==> config.mk <==
export PLATFORM = sky130hd
export DESIGN_NAME = uart_vote_rx
export DESIGN_NICKNAME = d
export VERILOG_FILES = /design/src/rtl/uvr_pkg.sv /design/src/rtl/uvr_vote.sv /design/src/rtl/uvr_frame.sv /design/src/rtl/uvr_idle.sv /design/src/rtl/uart_vote_rx.sv
export SDC_FILE = /design/constraint.sdc
export NUM_CORES = 1
export LEC_CHECK = 0
export ABC_AREA = 1
export BUFFER_PORTS_ARGS = -buffer_cell sky130_fd_sc_hd__buf_4
export CORE_MARGIN = 1.5
export CORE_UTILIZATION = 67
export CTS_BUF_LIST = sky130_fd_sc_hd__clkbuf_2
export DETAILED_ROUTE_END_ITERATION = 10
export PLACE_DENSITY = 0.9
export SLEW_MARGIN = 30
export SYNTH_ARGS = -nofsm -noshare
export SYNTH_HDL_FRONTEND = slang
export SYNTH_HIERARCHICAL = 1
export SYNTH_SLANG_ARGS = --single-unit
==> constraint.sdc <==
create_clock -name clk -period 8.3 [get_ports clk]
set_input_delay 1.66 -clock clk [delete_from_list [all_inputs] [get_ports clk]]
set_output_delay 1.66 -clock clk [all_outputs]
set_load 0.05 [all_outputs]
==> src/rtl/uvr_pkg.sv <==
package uvr_pkg;
    localparam int DATA_MAX  = 8;
    localparam int OS_MAX    = 32;
    localparam int FRAME_MAX = DATA_MAX + 4;
    localparam int PH_W      = $clog2(OS_MAX);
    localparam int RATIO_W   = $clog2(OS_MAX + 1);
    localparam int IDX_W     = $clog2(DATA_MAX);
    localparam int FB_W      = $clog2(FRAME_MAX + 1);
    localparam int CT_W      = $clog2(FRAME_MAX * OS_MAX + 1);

    typedef enum logic [1:0] {
        PAR_EVEN = 2'd0,
        PAR_ODD  = 2'd1,
        PAR_ZERO = 2'd2,
        PAR_ONE  = 2'd3
    } par_mode_e;

    typedef enum logic [2:0] {
        ST_IDLE, ST_START, ST_DATA, ST_ADDR, ST_PAR, ST_STOP
    } rx_state_e;

    typedef struct packed {
        logic      sync;
        logic [1:0] os_sel;
        logic [1:0] len_sel;
        logic      addr_en;
        logic      par_en;
        par_mode_e par_mode;
    } rx_cfg_t;

    typedef struct packed {
        logic [DATA_MAX-1:0] data;
        logic                addr;
        logic                perr;
        logic                ferr;
        logic                noise;
        logic                brk;
    } rx_char_t;

    function automatic logic [RATIO_W-1:0] os_ratio(input logic [1:0] sel);
        case (sel)
            2'd0:    return RATIO_W'(8);
            2'd1:    return RATIO_W'(16);
            default: return RATIO_W'(32);
        endcase
    endfunction

    function automatic logic [FB_W-1:0] frame_bits(input rx_cfg_t c);
        return FB_W'(7) + FB_W'(c.len_sel) + FB_W'(c.addr_en) + FB_W'(c.par_en);
    endfunction

    function automatic logic want_parity(input logic [DATA_MAX-1:0] d, input logic a,
                                         input par_mode_e m);
        case (m)
            PAR_EVEN: return ^{d, a};
            PAR_ODD:  return ~(^{d, a});
            PAR_ZERO: return 1'b0;
            default:  return 1'b1;
        endcase
    endfunction
endpackage

==> src/rtl/uvr_vote.sv <==
module uvr_vote
    import uvr_pkg::*;
(
    input  logic       clk,
    input  logic       rst,
    input  logic       tick,
    input  logic       rxd,
    input  logic       sync,
    input  logic [1:0] os_sel,
    input  logic       go,
    input  logic       active,
    output logic       strobe,
    output logic       vbit,
    output logic       noisy
);
    logic [RATIO_W-1:0] n;
    logic [PH_W-1:0]    ph, last_ph, m0, m1, m2;
    logic               s0, s1;

    assign n       = os_ratio(os_sel);
    assign last_ph = PH_W'(n - 1'b1);
    assign m1      = PH_W'(n >> 1);
    assign m0      = m1 - 1'b1;
    assign m2      = m1 + 1'b1;

    always_ff @(posedge clk) begin
        if (rst) begin
            ph <= '0;
            s0 <= 1'b0;
            s1 <= 1'b0;
        end else if (tick) begin
            if (go) begin
                ph <= PH_W'(1);
            end else if (active) begin
                ph <= (ph == last_ph) ? '0 : ph + 1'b1;
                if (ph == m0) s0 <= rxd;
                if (ph == m1) s1 <= rxd;
            end
        end
    end

    always_comb begin
        if (sync) begin
            strobe = tick && active;
            vbit   = rxd;
            noisy  = 1'b0;
        end else begin
            strobe = tick && active && (ph == m2);
            vbit   = (s0 & s1) | (s0 & rxd) | (s1 & rxd);
            noisy  = !((s0 == s1) && (s1 == rxd));
        end
    end
endmodule

==> src/rtl/uvr_frame.sv <==
module uvr_frame
    import uvr_pkg::*;
(
    input  logic      clk,
    input  logic      rst,
    input  logic      tick,
    input  logic      rxd,
    input  logic      sync,
    input  logic [1:0] len_sel,
    input  logic      addr_en,
    input  logic      par_en,
    input  par_mode_e par_mode,
    input  logic      strobe,
    input  logic      vbit,
    input  logic      noisy,
    output logic      go,
    output logic      active,
    output logic      done,
    output logic      out_valid,
    output rx_char_t  out_char
);
    rx_state_e           st, after_data, after_addr;
    logic [IDX_W-1:0]    idx, last_idx;
    logic [DATA_MAX-1:0] dat;
    logic                adr, pbit, any1, nacc;

    assign go       = tick && (st == ST_IDLE) && !rxd;
    assign active   = (st != ST_IDLE);
    assign done     = strobe && (st == ST_STOP);
    assign last_idx = IDX_W'(4) + IDX_W'(len_sel);

    always_comb begin
        after_addr = par_en ? ST_PAR : ST_STOP;
        after_data = addr_en ? ST_ADDR : after_addr;
    end

    always_ff @(posedge clk) begin
        if (rst) begin
            st        <= ST_IDLE;
            idx       <= '0;
            dat       <= '0;
            adr       <= 1'b0;
            pbit      <= 1'b0;
            any1      <= 1'b0;
            nacc      <= 1'b0;
            out_valid <= 1'b0;
            out_char  <= '0;
        end else begin
            out_valid <= 1'b0;
            if (go) begin
                st   <= sync ? ST_DATA : ST_START;
                idx  <= '0;
                dat  <= '0;
                adr  <= 1'b0;
                pbit <= 1'b0;
                any1 <= 1'b0;
                nacc <= 1'b0;
            end else if (strobe) begin
                nacc <= nacc | noisy;
                unique case (st)
                    ST_START: st <= vbit ? ST_IDLE : ST_DATA;
                    ST_DATA: begin
                        dat[idx] <= vbit;
                        any1     <= any1 | vbit;
                        idx      <= idx + 1'b1;
                        if (idx == last_idx) st <= after_data;
                    end
                    ST_ADDR: begin
                        adr  <= vbit;
                        any1 <= any1 | vbit;
                        st   <= after_addr;
                    end
                    ST_PAR: begin
                        pbit <= vbit;
                        any1 <= any1 | vbit;
                        st   <= ST_STOP;
                    end
                    ST_STOP: begin
                        st             <= ST_IDLE;
                        out_valid      <= 1'b1;
                        out_char.data  <= dat;
                        out_char.addr  <= adr;
                        out_char.perr  <= par_en && (pbit != want_parity(dat, adr, par_mode));
                        out_char.ferr  <= !vbit;
                        out_char.noise <= nacc | noisy;
                        out_char.brk   <= !vbit && !any1;
                    end
                    default: st <= ST_IDLE;
                endcase
            end
        end
    end
endmodule

==> src/rtl/uvr_idle.sv <==
module uvr_idle
    import uvr_pkg::*;
(
    input  logic            clk,
    input  logic            rst,
    input  logic            tick,
    input  logic            rxd,
    input  logic            done,
    input  logic [CT_W-1:0] ct,
    output logic            idle
);
    logic            armed;
    logic [CT_W-1:0] run;

    always_ff @(posedge clk) begin
        if (rst) begin
            armed <= 1'b0;
            run   <= '0;
            idle  <= 1'b0;
        end else begin
            idle <= 1'b0;
            if (tick) begin
                if (done) begin
                    run   <= '0;
                    armed <= 1'b1;
                end else if (!rxd) begin
                    run <= '0;
                end else if (armed) begin
                    if (run + 1'b1 == ct) begin
                        idle  <= 1'b1;
                        armed <= 1'b0;
                        run   <= '0;
                    end else begin
                        run <= run + 1'b1;
                    end
                end
            end
        end
    end
endmodule

==> src/rtl/uart_vote_rx.sv <==
module uart_vote_rx
    import uvr_pkg::*;
#(
    parameter int NCNT_W = 16
) (
    input  logic              clk,
    input  logic              rst,
    input  logic              os_tick,
    input  logic              rxd,
    input  logic              cfg_sync,
    input  logic [1:0]        cfg_os_sel,
    input  logic [1:0]        cfg_len_sel,
    input  logic              cfg_addr_en,
    input  logic              cfg_par_en,
    input  logic [1:0]        cfg_par_mode,
    output logic              rx_valid,
    output logic [7:0]        rx_data,
    output logic              rx_addr,
    output logic              rx_perr,
    output logic              rx_ferr,
    output logic              rx_noise,
    output logic              rx_break,
    output logic              rx_idle,
    output logic [NCNT_W-1:0] noise_cnt
);
    rx_cfg_t         cfg;
    rx_char_t        ch;
    logic            go, active, done, strobe, vbit, noisy;
    logic [CT_W-1:0] ct;

    assign cfg = '{sync: cfg_sync, os_sel: cfg_os_sel, len_sel: cfg_len_sel,
                   addr_en: cfg_addr_en, par_en: cfg_par_en,
                   par_mode: par_mode_e'(cfg_par_mode)};

    assign ct = cfg.sync ? CT_W'(frame_bits(cfg))
                         : CT_W'(frame_bits(cfg)) * CT_W'(os_ratio(cfg.os_sel));

    uvr_vote u_vote (
        .clk(clk), .rst(rst), .tick(os_tick), .rxd(rxd), .sync(cfg.sync),
        .os_sel(cfg.os_sel), .go(go), .active(active),
        .strobe(strobe), .vbit(vbit), .noisy(noisy)
    );

    uvr_frame u_frame (
        .clk(clk), .rst(rst), .tick(os_tick), .rxd(rxd), .sync(cfg.sync),
        .len_sel(cfg.len_sel), .addr_en(cfg.addr_en), .par_en(cfg.par_en),
        .par_mode(cfg.par_mode), .strobe(strobe), .vbit(vbit), .noisy(noisy),
        .go(go), .active(active), .done(done),
        .out_valid(rx_valid), .out_char(ch)
    );

    uvr_idle u_idle (
        .clk(clk), .rst(rst), .tick(os_tick), .rxd(rxd), .done(done),
        .ct(ct), .idle(rx_idle)
    );

    always_ff @(posedge clk) begin
        if (rst) begin
            noise_cnt <= '0;
        end else if (rx_valid && ch.noise && (noise_cnt != {NCNT_W{1'b1}})) begin
            noise_cnt <= noise_cnt + 1'b1;
        end
    end

    assign rx_data  = ch.data;
    assign rx_addr  = ch.addr;
    assign rx_perr  = ch.perr;
    assign rx_ferr  = ch.ferr;
    assign rx_noise = ch.noise;
    assign rx_break = ch.brk;
endmodule

======== After elaboration in Yosys (flattened, before gate mapping) ========
Index checks and enable logic that the tools add are counted.
Widths: inputs -> output; s select.
storage, ports and cells
  register bits ........................... 66
  latch bits .............................. 0
  RAM bits ................................ 0
  bits in read-only memories .............. 0
  input port bits ......................... 13
  output and inout port bits .............. 31
  logic and storage cells ................. 140
  memories ................................ 0
cells by class
  add/subtract/negate cells ............... 11
  multipliers ............................. 1
  div/mod/pow operators ................... 0
  order comparisons ....................... 2
  eq/ne operators ......................... 20
  shift-type cells ........................ 0
  mux-type cells .......................... 34
  bitwise gates (word level) .............. 13
  reductions and logical operators ........ 38
operator list
  kind                   number
  $mux 9                 5
  $eq 5x5->1             4
  $add 16x1->16 const B  1
  $ne 16x16->1 const B   1
  $reduce_and 2->1       8
  $mux 1                 15
  $mux 5                 3
  $mux 3                 4
  $pmux 3 s4             1
  $pmux 6 s2             1
  $logic_and 1x1->1      11
  $add 5x1->5 const B    2
  $sub 5x1->5 const B    2
  $add 9x1->9 const B    1
  $eq 9x9->1             1
  $mul 4x6->9            1
  $reduce_xor 9->1       1
  $add 4x1->4            2
  $bwmux 8               1
  $reduce_and 4->1       2
  $eq 3x2->1 const B     2
  $eq 3x3->1 const B     2
  $not 1->1              6
  $reduce_bool 2->1      3
  other kinds (26)       39

======== Longest topological paths before layout ========
Gate-level depths: netlist of the first run.
  depth after elaboration ................. 11
  mapped depth ............................ 23
  depth with buffers taken out ............ 23

======== Cells and area by module ========
Netlist of the first run, hierarchy kept.
modules (own cells, without submodules)
  module        times used  cells an instance  area an instance (µm²)  seq. area each (µm²)
  uvr_frame     1           237                1642.8                  640.6
  uart_vote_rx  1           221                1435.1                  320.3
  uvr_idle      1           133                835.8                   220.2
  uvr_vote      1           107                644.4                   140.1

======== Worst setup path after synthesis of the first run ========
OpenSTA, ideal clock, no wires.
  path kind ............................... input -> register
  start ................................... in cfg_len_sel[0]
  end ..................................... reg u_idle.run[0]
  arrival time ............................ 5242 ps
  path slack .............................. 2926 ps
  stages .................................. 22
  cells stage by stage .................... inv_1 -> ha_1 -> inv_1 -> ha_1 -> fa_1 -> xor2_1 -> or2_2 -> fa_1 -> inv_1 -> ha_1 -> ha_1 -> a21o_1 -> a21oi_1 -> nor2_1 -> nor2_1 -> inv_1 -> nand3_1 -> nand3_1 -> nor2_4 -> nand3_4 -> nand3_1 -> a21oi_1
on the way
  longest elaborated chain between the ends .. 10
ends and longest elaborated chain
  item                       RTL line            RTL
  start, declared            uart_vote_rx.sv:12  input logic [1:0] cfg_len_sel,
  $add 3x2->4                uvr_pkg.sv:49       return FB_W'(7) + FB_W'(c.len_sel) + FB_W'(c.addr_en) + FB_W'(c.par_en);
  $add 4x1->4 (2 in series)  uvr_pkg.sv:49
  $mul 4x6->9                uart_vote_rx.sv:36  : CT_W'(frame_bits(cfg)) * CT_W'(os_ratio(cfg.os_sel));
  $mux 9                     uart_vote_rx.sv:35  assign ct = cfg.sync ? CT_W'(frame_bits(cfg))
  via ct[8]                  uart_vote_rx.sv:29  logic [CT_W-1:0] ct;
  $eq 9x9->1                 uvr_idle.sv:29      if (run + 1'b1 == ct) begin
  $mux 9                     uvr_idle.sv:29
  $mux 9                     uvr_idle.sv:28      end else if (armed) begin
  $mux 9                     uvr_idle.sv:26      end else if (!rxd) begin
  $mux 9                     uvr_idle.sv:23      if (done) begin
  end signal, assigned       uvr_idle.sv:34      run <= run + 1'b1;
  end, declared              uvr_idle.sv:13      logic [CT_W-1:0] run;
The timed path passes the listed nets, and every way through them passes these cells. The select of a mux whose other input is x is not followed.
A chain may end at the register's enable or synchronous reset.

======== Worst setup path after layout of the first run ========
Same ends and word-level chain as after synthesis.

==> flow_summary.yaml, run 1 <==
floorplanning:
  die_h_um: 85.5
  rows: 29
  die_area_um2: 7310
  start_util: 0.706
  die_x_um: 85.5
  io_pins: 44
  core_um2: 6460
power:
  p_total_uw: 546
  vdd_ir_drop_max_mv: 0.101
  p_comb_frac: 0.155
  leakage_uw: 0.00220
  p_sw_uw: 165
  power.density_nw_per_um2: 110
  netSwitchingFraction: 0.302
  seqPwrFrac: 0.587
  clockPowerShare: 0.258
  p_int_uw: 381
setup_path:
  rr_worst_depth: 13
  path_buf_inv: 5
  startpoint_type: "input port"
  worstPathMaxFanout: 10
  end_kind: "flip-flop"
  crit_type: "input port to flip-flop"
  critPathMaxStageDelay_ns: 0.50
  critPathTopFamily: "adder cells"
  worst-path-stages: 23
  cpMaxStageDelayCell: "fa_1"
  cp_data_required_time_ns: 8.68
  critPathArrivalTime_ns: 5.60
  cp_cell_sequence: "buf_4 -> inv_1 -> ha_1 -> inv_1 -> ha_1 -> fa_1 -> xor2_1 -> or2_2 -> fa_1 -> inv_1 -> ha_1 -> ha_1 -> a21o_1 -> a21oi_1 -> nor2_1 -> nor2_1 -> inv_1 -> nand3_1 -> nand3_1 -> nor2_4 -> nand3_4 -> nand3_1 -> a21oi_1"
clock_tree:
  cts_hold_buf: 0
  cts_made_buffers: 9
  clkSlewWorstSetupHoldPaths_ns: 0.16
  insertion_delay_ns: 0.51
  htreeDepth: 3
  max-clock-path-buffers: 2
  cts_setup_buffers: 0
  root_buffer: "clkbuf_2"
  cts_resized: 0
  cts_num_sinks: 66
  cts_tree: "done"
yosys:
  ys_ff_latch: 66
  synth-seq-area-share: 0.290
  synth-edff-count: 0
  yosysWarnings: 6
  syn-num-nets: 735
  syn_inst: 698
  syn_area_um2: 4560
  ys.flop_type: "dfxtp_1"
  async_flop_share: 0
  avgSynthCellArea_um2: 6.53
  synth_cell_types: 44
placement:
  dp_cells: 807
  place_congestion: 0.894
  portBuffers: 43
  hpwl_mm: 8.09
timing:
  drv_slew: 0
  timing.slew.headroom: 0.559
  worst_pin_slew_ns: 0.658
  hold_viol: 0
  rsz0062_at_grt: "false"
  finClkSkew_ns: 0.0306
  max_freq_ghz: 0.191
  layout_worst_path_cycle_share: 0.630
  setup_viol: 0
  min_period_ns: 5.23
  fin_tns_setup_ns: 0
status:
  violations: "design-rule violations"
  status: "finished, violations left"
worst_hold_path:
  hold_path.class: "flip-flop to flip-flop"
  worstHoldPathCells: 2
grt:
  grt_antenna_before_repair: 0
  grt_pass1_vias: 4174
  grt_max_degree: 34
  grt_pass1_wl_mm: 17.9
  grtUsageTotal: 0.300
  grt_overflow_total: 0
route:
  dr.pass1.iters: 9
  drc: 2
  dr_total_vias: 4545
  ant_nets: 0
  wl_mm: 10.4
  viasPerCell: 5.54
  drt_iter0_drc: 241
  wl_per_cell_um: 12.7
cells_and_area:
  final_nets: 778
  stdcell_count: 821
  diodes: 0
  synthToLayoutAreaGrowth_pct: 8.84
  drive_gt1_frac: 0.151
  fillCellCount: 502
job:
  drv_cap: 0
## power by group through the flow
| stage | Clock [uW] | Combinational (uW) | Sequential (uW) |
|---|---|---|---|
| detailed placement | 0 | 83.5 | 327 |
| global route | 157 | 96.4 | 321 |
| floorplan | 0 | 61.2 | 326 |
| global placement | 0 | 79.6 | 327 |
| finish | 141 | 84.4 | 320 |
| CTS | 144 | 84.2 | 320 |
## per-layer routing
layer	part of all wire	up-vias	track usage	routed length, um
li1	-	2326	-	-
met1	0.42	2038	0.365	4410
met2	0.50	169	0.530	5170
met3	0.068	12	0.0603	709
met4	0.011	0	0.0968	113
met5	0	-	0	0
## state kept, by name, indices dropped and copies added, names as in the netlist, 3 cells and up
signal            cells
u_vote/ph             5
noise_cnt            16
u_frame/out_char     13
u_frame/dat           8
u_frame/idx           3
u_frame/st            3
u_idle/run            9
## tightest hold or removal path: stages (launching register included)
cell and delay, ns:
dfxtp_1 0.33, inv_1 0.06, a21oi_1 0.06
## through the flow
stage / hold slack, ns / util / setup WS [ns] / area [um2]
detailed placement: 0.459 / 0.757 / 2.55 / 4890
CTS: 0.479 / 0.768 / 3.09 / 4960
finish: 0.478 / 0.768 / 3.07 / 4960
floorplan: 0.436 / - / 2.93 / 4560
global route: 0.505 / 0.768 / 2.86 / 4960
global placement: 0.448 / 0.757 / 2.67 / 4890
## cell usage after synthesis (all sizes together), types with 2 or more instances
| cell type | count | area (um2) |
|---|---|---|
| buf | 8 | 73.8 |
| clkinv | 3 | 11.3 |
| ha | 21 | 263 |
| a311oi | 2 | 17.5 |
| nand3 | 53 | 315 |
| inv | 102 | 383 |
| o211ai | 2 | 15.0 |
| or2 | 2 | 12.5 |
| dfxtp | 66 | 1320 |
| xnor2 | 7 | 61.3 |
| nor2 | 97 | 452 |
| nor3b | 3 | 22.5 |
| fa | 3 | 60.1 |
| o21ai | 37 | 193 |
| nor3 | 6 | 51.3 |
| nand4 | 10 | 62.6 |
| nand3b | 5 | 37.5 |
| xor2 | 8 | 77.6 |
| a21oi | 62 | 318 |
| nand2 | 192 | 753 |
| clkbuf | 3 | 11.3 |
## placed cells by master (no fill, tap or decap), types with 2 or more instances in the layout
cell type,Yosys,layout
nand2_1,183,183
o21ai_0,24,23
nor2_2,11,11
ha_1,21,21
nor3_1,3,3
nand4_1,10,10
nor3_2,2,2
inv_1,89,89
nand3_2,5,5
a311oi_1,2,2
clkbuf_2,0,9
nor3b_1,3,3
nand3_1,46,46
clkinv_1,3,6
nor2_4,8,8
nand3_4,2,2
a21oi_1,60,60
nand2_4,2,2
dfxtp_1,66,66
xor2_1,7,7
o211ai_1,2,2
nand2_2,7,7
xnor2_1,7,7
o21ai_1,11,12
nor2_1,78,78
inv_2,13,13
o21ai_2,2,2
a21oi_2,2,2
fa_1,3,3
buf_4,2,43
nand3b_1,5,5
## logic make-up after synthesis
group / count (synthesis) / share of synthesized area
simple gates: 369 / 0.376
buf+inv: 116 / 0.105
compound gates: 108 / 0.127
flops: 66 / 0.290
fa+ha+maj: 24 / 0.0708
xor+xnor: 15 / 0.0305
## final timing paths
path                             start                          to  slack, ns
max                     cfg_len_sel[0]  u_idle/run[0]$_SDFFE_PP0P_       3.07
min          u_frame/any1$_SDFFE_PP0P_   u_frame/any1$_SDFFE_PP0P_       0.48
min reg2reg  u_frame/any1$_SDFFE_PP0P_   u_frame/any1$_SDFFE_PP0P_       0.48
max reg2reg  u_vote/ph[3]$_SDFFE_PP0P_  u_idle/run[0]$_SDFFE_PP0P_       5.20
## cell type report
type                       instances  area (um2)  area share
multi-input combinational        516        2760       0.556
sequential                        66        1320       0.266
inverter                         105         394      0.0794
timing repair buffer              43         323      0.0651
tap                               77        96.3      0.0194
clock buffer                       9        45.0     0.00908
clock inverter                     5        23.8     0.00479
Power figures use the tool's default switching activity.
==> inputs of run 2 (changes only) <==
--- a/config.mk
+++ b/config.mk
@@ -8,10 +8,10 @@
 export ABC_AREA = 1
 export BUFFER_PORTS_ARGS = -buffer_cell sky130_fd_sc_hd__buf_4
 export CORE_MARGIN = 1.5
-export CORE_UTILIZATION = 67
+export CORE_UTILIZATION = 56
 export CTS_BUF_LIST = sky130_fd_sc_hd__clkbuf_2
 export DETAILED_ROUTE_END_ITERATION = 10
-export PLACE_DENSITY = 0.9
+export PLACE_DENSITY = 0.8
 export SLEW_MARGIN = 30
 export SYNTH_ARGS = -nofsm -noshare
 export SYNTH_HDL_FRONTEND = slang
==> constraint.sdc (replaced) <==
create_clock -name clk -period 4.75 [get_ports clk]
set_input_delay 0.95 -clock clk [delete_from_list [all_inputs] [get_ports clk]]
set_output_delay 0.95 -clock clk [all_outputs]
set_load 0.05 [all_outputs]
==> run 2 against run 1 <==
Clock skew fell by 0.0060 ns. Critical path type unchanged. Clock power rose by 120%. Total power rose by 88%. The flow now finishes without violations. Critical path depth did not move. Global-route usage fell by 5.0 points. Register-to-register slack got worse by 3.2 ns. Die area rose by 19%.
==> flow_summary.yaml, run 2 (same netlist as run 1, synthesis figures left out) <==
cells_and_area:
  stdcell_count: 853
  synthToLayoutAreaGrowth_pct: 11.1
  reg_top3: "noise_cnt (16), u_frame/out_char (13), u_idle/run (9)"
  regMostFlops: "noise_cnt"
  largest_reg_flops: 16
  diodes: 0
  final_area_um2: 5070
  drive_gt1_frac: 0.160
  final_nets: 783
  final_cell_mix: "nand2_1, inv_1, nor2_1"
  final_common_cell: "nand2_1"
floorplanning:
  core_um2: 7810
  die_area_um2: 8690
  die_x_um: 93.2
  io_pins: 44
  rows: 32
  start_util: 0.584
  die_h_um: 93.2
route:
  wl_per_cell_um: 12.0
  drc: 0
  dr_total_vias: 4507
  dr.pass1.iters: 5
  viasPerCell: 5.28
  ant_nets: 0
  drt_iter0_drc: 227
  wl_mm: 10.2
grt:
  grt_pass1_vias: 4034
  top_usage_layer: "met2"
  grt_overflow_total: 0
  met3_usage: 0.0472
  grt_max_degree: 34
  grt_pass1_wl_mm: 17.8
  use_met1: 0.310
  grtUsageMet2: 0.432
  grt_antenna_before_repair: 0
  grtUsageTotal: 0.250
clock_tree:
  cts_made_buffers: 9
  max-clock-path-buffers: 2
  root_buffer: "clkbuf_2"
  cts_tree: "done"
  htreeDepth: 3
  cts_resized: 0
  clkSlewWorstSetupHoldPaths_ns: 0.16
  cts_setup_buffers: 0
  cts_num_sinks: 66
  insertion_delay_ns: 0.49
  cts_hold_buf: 0
timing:
  finClkSkew_ns: 0.0246
  drv_slew: 0
  max_freq_ghz: 0.224
  timing.slew.headroom: 0.578
  worst_pin_slew_ns: 0.632
  layout_worst_path_cycle_share: 0.942
  rsz0062_at_grt: "false"
  setup_ws_ns: 0.278
  min_period_ns: 4.47
  hold_viol: 0
  setup_viol: 0
placement:
  place_congestion: 0.890
  hpwl_mm: 7.88
  portBuffers: 43
  pre_cts_ws_ns: -0.248
  dp_cells: 837
  place_area_um2: 4960
setup_path:
  cp_data_required_time_ns: 5.11
  critPathArrivalTime_ns: 4.83
  crit_type: "input port to flip-flop"
  end_kind: "flip-flop"
  worstPathMaxFanout: 10
  startpoint_type: "input port"
power:
  p_total_uw: 1020
  leakage_uw: 0.00225
  power.density_nw_per_um2: 202
  vdd_ir_drop_max_mv: 0.199
status:
  status: "finished clean"
job:
  drv_cap: 0
worst_hold_path:
  hold_path.class: "flip-flop to flip-flop"
-- run 2: cell count changes in the layout (fill, tap and decap cells not counted), sizes merged --
cell	previous run	this run
buf	43	48
bufinv	0	1
clkinv	7	8
-- run 2: path summary, 6_finish.rpt --
| check | startpoint | endpoint | slack (ns) | depth (start not counted) |
|---|---|---|---|---|
| max | cfg_len_sel[0] | u_idle/run[0]$_SDFFE_PP0P_ | 0.28 | 23 |
| min | u_frame/out_char[0]$_SDFFE_PP0P_ | u_frame/out_char[0]$_SDFFE_PP0P_ | 0.49 | 2 |
| max reg2reg | u_vote/ph[3]$_SDFFE_PP0P_ | u_idle/run[0]$_SDFFE_PP0P_ | 1.98 | 14 |
| min reg2reg | u_frame/out_char[0]$_SDFFE_PP0P_ | u_frame/out_char[0]$_SDFFE_PP0P_ | 0.49 | 2 |
-- run 2: worst max-delay path: stages --
cell and delay, ns:
buf_4 0.09, inv_1 0.06, ha_1 0.27, inv_1 0.04, ha_1 0.20, fa_1 0.41
xor2_1 0.16, or2_2 0.29, fa_1 0.50, inv_1 0.04, ha_1 0.33, ha_1 0.30
a21o_1 0.16, a21oi_1 0.16, nor2_1 0.07, nor2_1 0.11, inv_1 0.07, nand3_1 0.08
nand3_1 0.11, nor2_4 0.13, nand3_4 0.14, nand3_1 0.10, a21oi_1 0.06
-- run 2: through the flow --
stage,setup TNS (ns),utilization,hold slack [ns]
floorplan,0,-,0.436
global placement,-1.28,0.635,0.446
detailed placement,-2.42,0.635,0.469
CTS,0,0.649,0.490
global route,0,0.649,0.511
finish,0,0.649,0.487
-- run 2: cell type report --
type                    count  area, um2
clock buffers               9       45.0
well taps                 102        128
inverters                 105        394
flip-flops and latches     66       1320
clock inverters             7       60.1
fillers                   710       2740
repair buffers             48        360
multi-input cells         516       2760
-- run 2: power breakdown --
group          internal (uW)  total [uW]  switching, uW  leakage (uW)
Clock                    115         311            196     0.0000665
Sequential               556         560           3.67      0.000532
Combinational           55.5         152           96.2       0.00165
-- run 2: layer usage --
layer | share of wire | vias up
met5 | 0 | -
met4 | 0.016 | 0
met3 | 0.046 | 20
met2 | 0.49 | 107
met1 | 0.45 | 2049
li1 | - | 2331
